--- src/rtl/dmace_pkg.sv ---
`timescale 1ns/1ps
package dmace_pkg;
  localparam int DW     = 64;
  localparam int HW     = 32;
  localparam int CTRL_W = 16;
  localparam int CMD_W  = 8;
  localparam int ERR_W  = 32;
  localparam int ATTN_W = 32;

  localparam int OFS_CCOUNT   = 'h00;
  localparam int OFS_XCAP     = 'h01;
  localparam int OFS_INTC     = 'h03;
  localparam int OFS_ATTN     = 'h04;
  localparam int OFS_CTRL     = 'h80;
  localparam int OFS_CMD      = 'h84;
  localparam int OFS_ERR      = 'h88;
  localparam int OFS_STAT     = 'h90;
  localparam int OFS_CHAIN_LO = 'h98;
  localparam int OFS_CHAIN_HI = 'h9C;
  localparam int OFS_CMPL_LO  = 'hA0;
  localparam int OFS_CMPL_HI  = 'hA4;

  typedef enum logic [1:0] {
    SZ_B = 2'd0, SZ_H = 2'd1, SZ_W = 2'd2, SZ_D = 2'd3
  } acc_size_e;

  typedef enum logic [3:0] {
    SEL_NONE, SEL_CCOUNT, SEL_XCAP, SEL_INTC, SEL_ATTN, SEL_CTRL, SEL_CMD,
    SEL_ERR, SEL_STAT, SEL_CHAIN_LO, SEL_CHAIN_HI, SEL_CMPL_LO, SEL_CMPL_HI
  } reg_sel_e;
endpackage

--- src/rtl/dmace_decode.sv ---
`timescale 1ns/1ps
module dmace_decode
  import dmace_pkg::*;
#(
  parameter int ADDR_W = 8
) (
  input  logic [ADDR_W-1:0] addr_i,
  input  logic [1:0]        size_i,
  input  logic              we_i,
  output reg_sel_e          sel_o,
  output logic              ok_o
);
  always_comb begin
    sel_o = SEL_NONE;
    if      (addr_i == ADDR_W'(OFS_CCOUNT))   sel_o = SEL_CCOUNT;
    else if (addr_i == ADDR_W'(OFS_XCAP))     sel_o = SEL_XCAP;
    else if (addr_i == ADDR_W'(OFS_INTC))     sel_o = SEL_INTC;
    else if (addr_i == ADDR_W'(OFS_ATTN))     sel_o = SEL_ATTN;
    else if (addr_i == ADDR_W'(OFS_CTRL))     sel_o = SEL_CTRL;
    else if (addr_i == ADDR_W'(OFS_CMD))      sel_o = SEL_CMD;
    else if (addr_i == ADDR_W'(OFS_ERR))      sel_o = SEL_ERR;
    else if (addr_i == ADDR_W'(OFS_STAT))     sel_o = SEL_STAT;
    else if (addr_i == ADDR_W'(OFS_CHAIN_LO)) sel_o = SEL_CHAIN_LO;
    else if (addr_i == ADDR_W'(OFS_CHAIN_HI)) sel_o = SEL_CHAIN_HI;
    else if (addr_i == ADDR_W'(OFS_CMPL_LO))  sel_o = SEL_CMPL_LO;
    else if (addr_i == ADDR_W'(OFS_CMPL_HI))  sel_o = SEL_CMPL_HI;
  end

  always_comb begin
    unique case (sel_o)
      SEL_CCOUNT, SEL_XCAP:        ok_o = (size_i == SZ_B) && !we_i;
      SEL_INTC, SEL_CMD:           ok_o = (size_i == SZ_B);
      SEL_ATTN:                    ok_o = (size_i == SZ_W) && !we_i;
      SEL_CTRL:                    ok_o = (size_i == SZ_H);
      SEL_ERR:                     ok_o = (size_i == SZ_W);
      SEL_STAT:                    ok_o = (size_i == SZ_D) && !we_i;
      SEL_CHAIN_LO, SEL_CMPL_LO:   ok_o = (size_i == SZ_W) || (size_i == SZ_D);
      SEL_CHAIN_HI, SEL_CMPL_HI:   ok_o = (size_i == SZ_W);
      default:                     ok_o = 1'b0;
    endcase
  end
endmodule

--- src/rtl/dmace_glob_regs.sv ---
`timescale 1ns/1ps
module dmace_glob_regs
  import dmace_pkg::*;
(
  input  logic              clk_i,
  input  logic              rst_ni,
  input  logic              intc_wr_i,
  input  logic              intc_rd_i,
  input  logic              en_bit_i,
  input  logic              attn_rd_i,
  input  logic [ATTN_W-1:0] attn_set_i,
  output logic              mie_o,
  output logic [ATTN_W-1:0] attn_o
);
  always_ff @(posedge clk_i or negedge rst_ni) begin
    if (!rst_ni) begin
      mie_o  <= 1'b0;
      attn_o <= '0;
    end else begin
      if (intc_wr_i)      mie_o <= en_bit_i;
      else if (intc_rd_i) mie_o <= 1'b0;
      // new sets survive a clearing read
      attn_o <= (attn_rd_i ? '0 : attn_o) | attn_set_i;
    end
  end
endmodule

--- src/rtl/dmace_addr64.sv ---
`timescale 1ns/1ps
module dmace_addr64
  import dmace_pkg::*;
(
  input  logic          clk_i,
  input  logic          rst_ni,
  input  logic          lo_wr_i,
  input  logic          hi_wr_i,
  input  logic          wide_i,
  input  logic [DW-1:0] wdata_i,
  output logic [DW-1:0] addr_o
);
  always_ff @(posedge clk_i or negedge rst_ni) begin
    if (!rst_ni)                 addr_o <= '0;
    else if (lo_wr_i && wide_i)  addr_o <= wdata_i;
    else if (lo_wr_i)            addr_o <= {addr_o[DW-1:HW], wdata_i[HW-1:0]};
    else if (hi_wr_i)            addr_o <= {wdata_i[HW-1:0], addr_o[HW-1:0]};
  end
endmodule

--- src/rtl/dmace_chan_regs.sv ---
`timescale 1ns/1ps
module dmace_chan_regs
  import dmace_pkg::*;
#(
  parameter int INUSE_BIT = 8
) (
  input  logic             clk_i,
  input  logic             rst_ni,
  input  logic             ctrl_wr_i,
  input  logic             ctrl_rd_i,
  input  logic             cmd_wr_i,
  input  logic             err_wr_i,
  input  logic [1:0]       lo_wr_i,
  input  logic [1:0]       hi_wr_i,
  input  logic             wide_i,
  input  logic [DW-1:0]    wdata_i,
  input  logic [ERR_W-1:0] err_set_i,
  output logic [CTRL_W-1:0] ctrl_o,
  output logic [CMD_W-1:0] cmd_o,
  output logic             cmd_stb_o,
  output logic [DW-1:0]    chain_o,
  output logic [DW-1:0]    cmpl_o,
  output logic [ERR_W-1:0] err_o
);
  logic [1:0][DW-1:0] addr_q;

  // index 0: chain address, index 1: completion address
  for (genvar g = 0; g < 2; g++) begin : g_addr
    dmace_addr64 u_addr (
      .clk_i   (clk_i),
      .rst_ni  (rst_ni),
      .lo_wr_i (lo_wr_i[g]),
      .hi_wr_i (hi_wr_i[g]),
      .wide_i  (wide_i),
      .wdata_i (wdata_i),
      .addr_o  (addr_q[g])
    );
  end
  assign chain_o = addr_q[0];
  assign cmpl_o  = addr_q[1];

  always_ff @(posedge clk_i or negedge rst_ni) begin
    if (!rst_ni) begin
      ctrl_o    <= '0;
      cmd_o     <= '0;
      cmd_stb_o <= 1'b0;
      err_o     <= '0;
    end else begin
      if (ctrl_wr_i)      ctrl_o <= wdata_i[CTRL_W-1:0];
      else if (ctrl_rd_i) ctrl_o[INUSE_BIT] <= 1'b1;
      if (cmd_wr_i) cmd_o <= wdata_i[CMD_W-1:0];
      cmd_stb_o <= cmd_wr_i;
      // set wins over a same-cycle clear
      err_o <= (err_o & ~(err_wr_i ? wdata_i[ERR_W-1:0] : '0)) | err_set_i;
    end
  end
endmodule

--- src/rtl/dmace_regs.sv ---
`timescale 1ns/1ps
module dmace_regs
  import dmace_pkg::*;
#(
  parameter int         ADDR_W     = 8,
  parameter logic [7:0] CHAN_COUNT = 8'd1,
  parameter logic [7:0] XFER_CAP   = 8'd12,
  parameter int         INUSE_BIT  = 8
) (
  input  logic              clk_i,
  input  logic              rst_ni,
  input  logic              req_i,
  input  logic              we_i,
  input  logic [ADDR_W-1:0] addr_i,
  input  logic [1:0]        size_i,
  input  logic [63:0]       wdata_i,
  output logic [63:0]       rdata_o,
  output logic              err_o,
  input  logic              busy_i,
  input  logic [63:0]       status_i,
  input  logic [31:0]       err_set_i,
  input  logic [31:0]       attn_set_i,
  output logic              int_en_o,
  output logic [15:0]       ctrl_o,
  output logic [7:0]        cmd_o,
  output logic              cmd_stb_o,
  output logic [63:0]       chain_addr_o,
  output logic [63:0]       cmpl_addr_o
);
  reg_sel_e          sel;
  logic              ok;
  logic              acc, rd, wr;
  logic              wide;
  logic [ATTN_W-1:0] attn_q;
  logic [ERR_W-1:0]  cerr_q;
  logic [DW-1:0]     rd_val;

  dmace_decode #(.ADDR_W(ADDR_W)) u_dec (
    .addr_i (addr_i),
    .size_i (size_i),
    .we_i   (we_i),
    .sel_o  (sel),
    .ok_o   (ok)
  );

  assign acc  = req_i && ok;
  assign rd   = acc && !we_i;
  assign wr   = acc && we_i;
  assign wide = (size_i == SZ_D);

  dmace_glob_regs u_glob (
    .clk_i      (clk_i),
    .rst_ni     (rst_ni),
    .intc_wr_i  (wr && sel == SEL_INTC),
    .intc_rd_i  (rd && sel == SEL_INTC),
    .en_bit_i   (wdata_i[0]),
    .attn_rd_i  (rd && sel == SEL_ATTN),
    .attn_set_i (attn_set_i),
    .mie_o      (int_en_o),
    .attn_o     (attn_q)
  );

  dmace_chan_regs #(.INUSE_BIT(INUSE_BIT)) u_chan (
    .clk_i     (clk_i),
    .rst_ni    (rst_ni),
    .ctrl_wr_i (wr && sel == SEL_CTRL),
    .ctrl_rd_i (rd && sel == SEL_CTRL),
    .cmd_wr_i  (wr && sel == SEL_CMD),
    .err_wr_i  (wr && sel == SEL_ERR),
    .lo_wr_i   ({wr && sel == SEL_CMPL_LO, wr && sel == SEL_CHAIN_LO}),
    .hi_wr_i   ({wr && sel == SEL_CMPL_HI, wr && sel == SEL_CHAIN_HI}),
    .wide_i    (wide),
    .wdata_i   (wdata_i),
    .err_set_i (err_set_i),
    .ctrl_o    (ctrl_o),
    .cmd_o     (cmd_o),
    .cmd_stb_o (cmd_stb_o),
    .chain_o   (chain_addr_o),
    .cmpl_o    (cmpl_addr_o),
    .err_o     (cerr_q)
  );

  always_comb begin
    unique case (sel)
      SEL_CCOUNT:   rd_val = DW'(CHAN_COUNT);
      SEL_XCAP:     rd_val = DW'(XFER_CAP);
      SEL_INTC:     rd_val = DW'(int_en_o);
      SEL_ATTN:     rd_val = DW'(attn_q);
      SEL_CTRL:     rd_val = DW'(ctrl_o);
      SEL_CMD:      rd_val = DW'(cmd_o);
      SEL_ERR:      rd_val = DW'(cerr_q);
      SEL_STAT:     rd_val = status_i | DW'(!busy_i);
      SEL_CHAIN_LO: rd_val = wide ? chain_addr_o : DW'(chain_addr_o[HW-1:0]);
      SEL_CHAIN_HI: rd_val = DW'(chain_addr_o[DW-1:HW]);
      SEL_CMPL_LO:  rd_val = wide ? cmpl_addr_o : DW'(cmpl_addr_o[HW-1:0]);
      SEL_CMPL_HI:  rd_val = DW'(cmpl_addr_o[DW-1:HW]);
      default:      rd_val = '0;
    endcase
  end

  always_ff @(posedge clk_i or negedge rst_ni) begin
    if (!rst_ni) begin
      rdata_o <= '0;
      err_o   <= 1'b0;
    end else begin
      err_o <= req_i && !ok;
      if (req_i) rdata_o <= rd ? rd_val : '0;
    end
  end
endmodule

--- config.mk ---
export PLATFORM = sky130hd
export DESIGN_NAME = dmace_regs
export DESIGN_NICKNAME = d
export VERILOG_FILES = /design/src/rtl/dmace_pkg.sv /design/src/rtl/dmace_decode.sv /design/src/rtl/dmace_glob_regs.sv /design/src/rtl/dmace_addr64.sv /design/src/rtl/dmace_chan_regs.sv /design/src/rtl/dmace_regs.sv
export SDC_FILE = /design/constraint.sdc
export NUM_CORES = 1
export LEC_CHECK = 0
export BUFFER_PORTS_ARGS = -buffer_cell sky130_fd_sc_hd__buf_2
export CORE_MARGIN = 2
export CORE_UTILIZATION = 40
export DETAILED_ROUTE_END_ITERATION = 12
export GPL_ROUTABILITY_DRIVEN = 0
export PLACE_DENSITY = 0.65
export SLEW_MARGIN = 20
export SYNTH_ARGS = -nofsm -noshare
export SYNTH_HDL_FRONTEND = slang
export SYNTH_SLANG_ARGS = --single-unit
export TNS_END_PERCENT = 1
--- constraint.sdc ---
create_clock -name clk_i -period 1.45 [get_ports clk_i]
set_input_delay 0.145 -clock clk_i [delete_from_list [all_inputs] [get_ports clk_i]]
set_output_delay 0.145 -clock clk_i [all_outputs]
set_load 0.02 [all_outputs]
==> flow_summary.toml <==
[place]
post-dp-hpwl_um = 42600
port_buffers = 425

[sta]
setup_viol = 268
fin_worst_skew_ps = 10.3
finalWorstSetupSlack_ps = -357
min_period_ps = 1810
tightest_slew_ps = 465
rsz0062_at_grt = "yes"
period_share = 1.25
finalSetupTns_ps = -48160
timing_hold_violations_final = 0
maxSlewHeadroom = 0.690
max_clock_freq_mhz = 553
slew_violations = 0

[power]
p_per_area_mw_per_mm2 = 854
pwr-share-seq = 0.445
power.internal_mw = 13.6
vdd_drop_max_uv = 960
switching_share = 0.243
clockPowerShare = 0.456
power_frac_comb = 0.099
switching_power_mw = 4.35
p_leak_nw = 9.90

[min_path]
min_from = "status_i[3]"
hp-class = "input port to flop"
holdPathEnd = "rdata_o[3]"
worst_hold_path.num_cells = 5

[clock_tree]
cts_sinks = 283
path_clk_slew_ps = 60
cts_tree = "built"
clock_path_buffers = 3
clk_latency_ps = 590
cts_buffers = 31
h-tree-depth = 1
cts_root_buf = "clkbuf_16"

[logic_synthesis]
synth_edf_count = 0
syn_area_mm2 = 0.0133
ys_types = 59
synth_seq_cells = 283
postSynth.asyncResetShare = 1.00
synth_area_per_cell_um2 = 11.0
yosysSeqAreaShare = 0.532
syn-num-nets = 1418
synth_top_flop_cell = "dfrtp_1"
ys_warn_count = 0
synthCells = 1211

[floorplan]
num_rows = 66
io_pins = 426
start_util = 0.408
core_mm2 = 0.0326
die_area_mm2 = 0.0347
die_h_um = 186
die_w_um = 186

[setup_path]
crit_buf_inv = 4
timing.rr.end = "rdata_o[0]"
path_delay_family = "simple AND/OR/NAND/NOR gates"
slowest_delay_ps = 530
start_kind = "input port"
r2r_cells = 4
r2r_slack_ps = 100
crit_path_start = "addr_i[7]"
r2r_start = "u_chan.g_addr[0].u_addr.addr_o[0]"
crit_chain = "buf_8 -> buf_6 -> or4bb_4 -> o22ai_2 -> a32o_2 -> o21ai_4 -> nor3_4 -> buf_6 -> clkbuf_16 -> mux2_4"
required_ps = 1920
path_max_fanout = 7
critPathArrivalTime_ps = 2280
crit_top_cell = "buf_6"
critPathKind = "input port to flop"
slowest_stage = "or4bb_4"
end_kind = "flop"

[job]
cap_violations = 0

[global_routing]
grt_pass1_wl_um = 90900
grt_usage = 0.342
first_global_vias = 14700
antenna_found_initial = 2
grt_overflow = 0
grt_max_degree = 58

[routing]
ant_nets = 0
drtIter0Drc = 1499
vias = 14300
dr.pass1.iters = 8
wl_per_cell_um = 25.6
drc = 0
postRouteWirelength_um = 61500
viasPerCell = 5.93

[final_layout]
final_nets = 2141
n_fill_cell = 2532
multi_input_area_mm2 = 0.00632
drive_gt1_frac = 0.411
final_util = 0.643
areaGrowthSynthToFinish_pct = 57.7
seqCellArea_mm2 = 0.00708

[run_status]
violations = "negative setup slack"
status = "finished with violations"
state kept, by name, summed over array words and instances (netlist names):
signal	cells
u_chan.cmd_o	8
u_chan.cmd_stb_o	1
err_o	1
u_chan.g_addr.u_addr.addr_o	128
u_glob.attn_o	32
u_chan.ctrl_o	16
u_chan.err_o	32
rdata_o	64
u_glob.mie_o	1
layout by cell type, fill, tap and decap left out, drive strengths merged, types with 9 or more instances in the layout:
| cell | count |
|---|---|
| a21o | 57 |
| a21oi | 78 |
| a221o | 22 |
| a222oi | 25 |
| a22o | 15 |
| a22oi | 93 |
| and3 | 14 |
| buf | 604 |
| clkbuf | 44 |
| clkinv | 9 |
| dfrtp | 283 |
| dlygate4sd3 | 179 |
| mux2 | 99 |
| nand2 | 123 |
| nand2b | 14 |
| nand3 | 21 |
| nor2 | 61 |
| nor2b | 10 |
| o21ai | 60 |
| o2bb2ai | 69 |
cell usage after synthesis, drive strengths merged, types with 2 or more instances:
library cell,count,area share
nor4bb,2,0.0015
nor3,6,0.0047
o2111ai,2,0.0013
dfrtp,283,0.53
buf,22,0.0097
nand4,3,0.0014
o211ai,2,0.0015
nor3b,2,0.0011
a32oi,5,0.0033
o2bb2ai,69,0.045
nor4,2,0.0019
a222oi,25,0.019
nor4b,3,0.0029
a221o,22,0.017
nor2b,10,0.0047
inv,4,0.0011
o22ai,8,0.0042
a22o,15,0.0099
a32o,2,0.0015
a22oi,93,0.052
o21ai,60,0.023
nand2b,14,0.0066
or4,2,0.0011
mux2,99,0.087
a21oi,78,0.030
and2,8,0.0038
a211oi,8,0.0045
nor2,61,0.017
or4bb,2,0.0017
or4b,2,0.0015
nand3,21,0.0079
nand2,123,0.035
and3,14,0.0066
clkbuf,73,0.021
a21o,57,0.032
cell type report:
cell class	instances	area share
inverter	4	0.000715
tap	442	0.0264
timing repair buffer	785	0.284
clock buffer	43	0.0420
sequential	283	0.338
antenna	5	0.000596
multi-input combinational	829	0.301
clock inverter	14	0.00781
worst max path at each step:
stage | endpoint | slack, ps | depth (start not counted)
after detailed placement | u_chan.g_addr[0].u_addr.addr_o[57] | -1010 | 9
final | u_chan.ctrl_o[6] | -360 | 10
after global placement | u_chan.g_addr[1].u_addr.addr_o[53] | -980 | 9
after global routing | u_chan.ctrl_o[6] | -440 | 11
after floorplan | u_chan.ctrl_o[10] | -910 | 10
after CTS | u_chan.ctrl_o[2] | -230 | 10
stage by stage:
step	std cells	setup slack [ps]	total power [mW]	hold slack, ps	area (um2)
2_1_floorplan	1211	-910	8.46	-151	13400
3_3_place_gp	2152	-981	9.38	56.8	17500
3_5_place_dp	2152	-1010	9.39	57.3	17500
4_1_cts	2393	-229	17.9	0.0190	20600
5_1_grt	2402	-444	18.4	30.0	21000
6_report	2405	-357	17.9	5.99	21000
worst reg2reg max path, delay by kind of cell, from the launching register on:
kind	cells	cell delay, ps
AND/OR/NAND/NOR	2	360
flip-flops	1	400
AO/OA/AOI/OAI	2	480
timing repair:
| action | 4_1_cts | 5_1_grt |
|---|---|---|
| pin swaps | 20 | 21 |
| buffers inserted | 4 | 6 |
| gates resized for setup | 84 | 81 |
| hold endpoints to repair | 548 | 0 |
| hold buffers | 179 | 0 |
| cloned | 1 | 1 |
| setup endpoints to repair | 286 | 284 |
logic make-up (layout without fill, tap and decap cells):
| logic type | Yosys count | after routing | synth area share |
|---|---|---|---|
| compound gates | 450 | 450 | 0.247 |
| buf+inv | 99 | 846 | 0.0314 |
| flops | 283 | 283 | 0.532 |
| mux | 100 | 100 | 0.0873 |
| other cells | 0 | 5 | 0 |
| simple gates | 279 | 279 | 0.102 |
layer usage:
metal	global-route usage	part of all wire
met1	0.466	0.41
met2	0.535	0.45
met3	0.0623	0.096
met4	0.149	0.045
met5	0	0
power groups by stage:
stage,logic [mW],registers [mW],clock network (mW)
global route,1.88,7.99,8.57
floorplan,0.293,8.17,0
global placement,1.26,8.12,0
detailed placement,1.27,8.13,0
CTS,1.70,7.98,8.25
finish,1.78,7.99,8.17
Power figures use the tool's default switching activity.
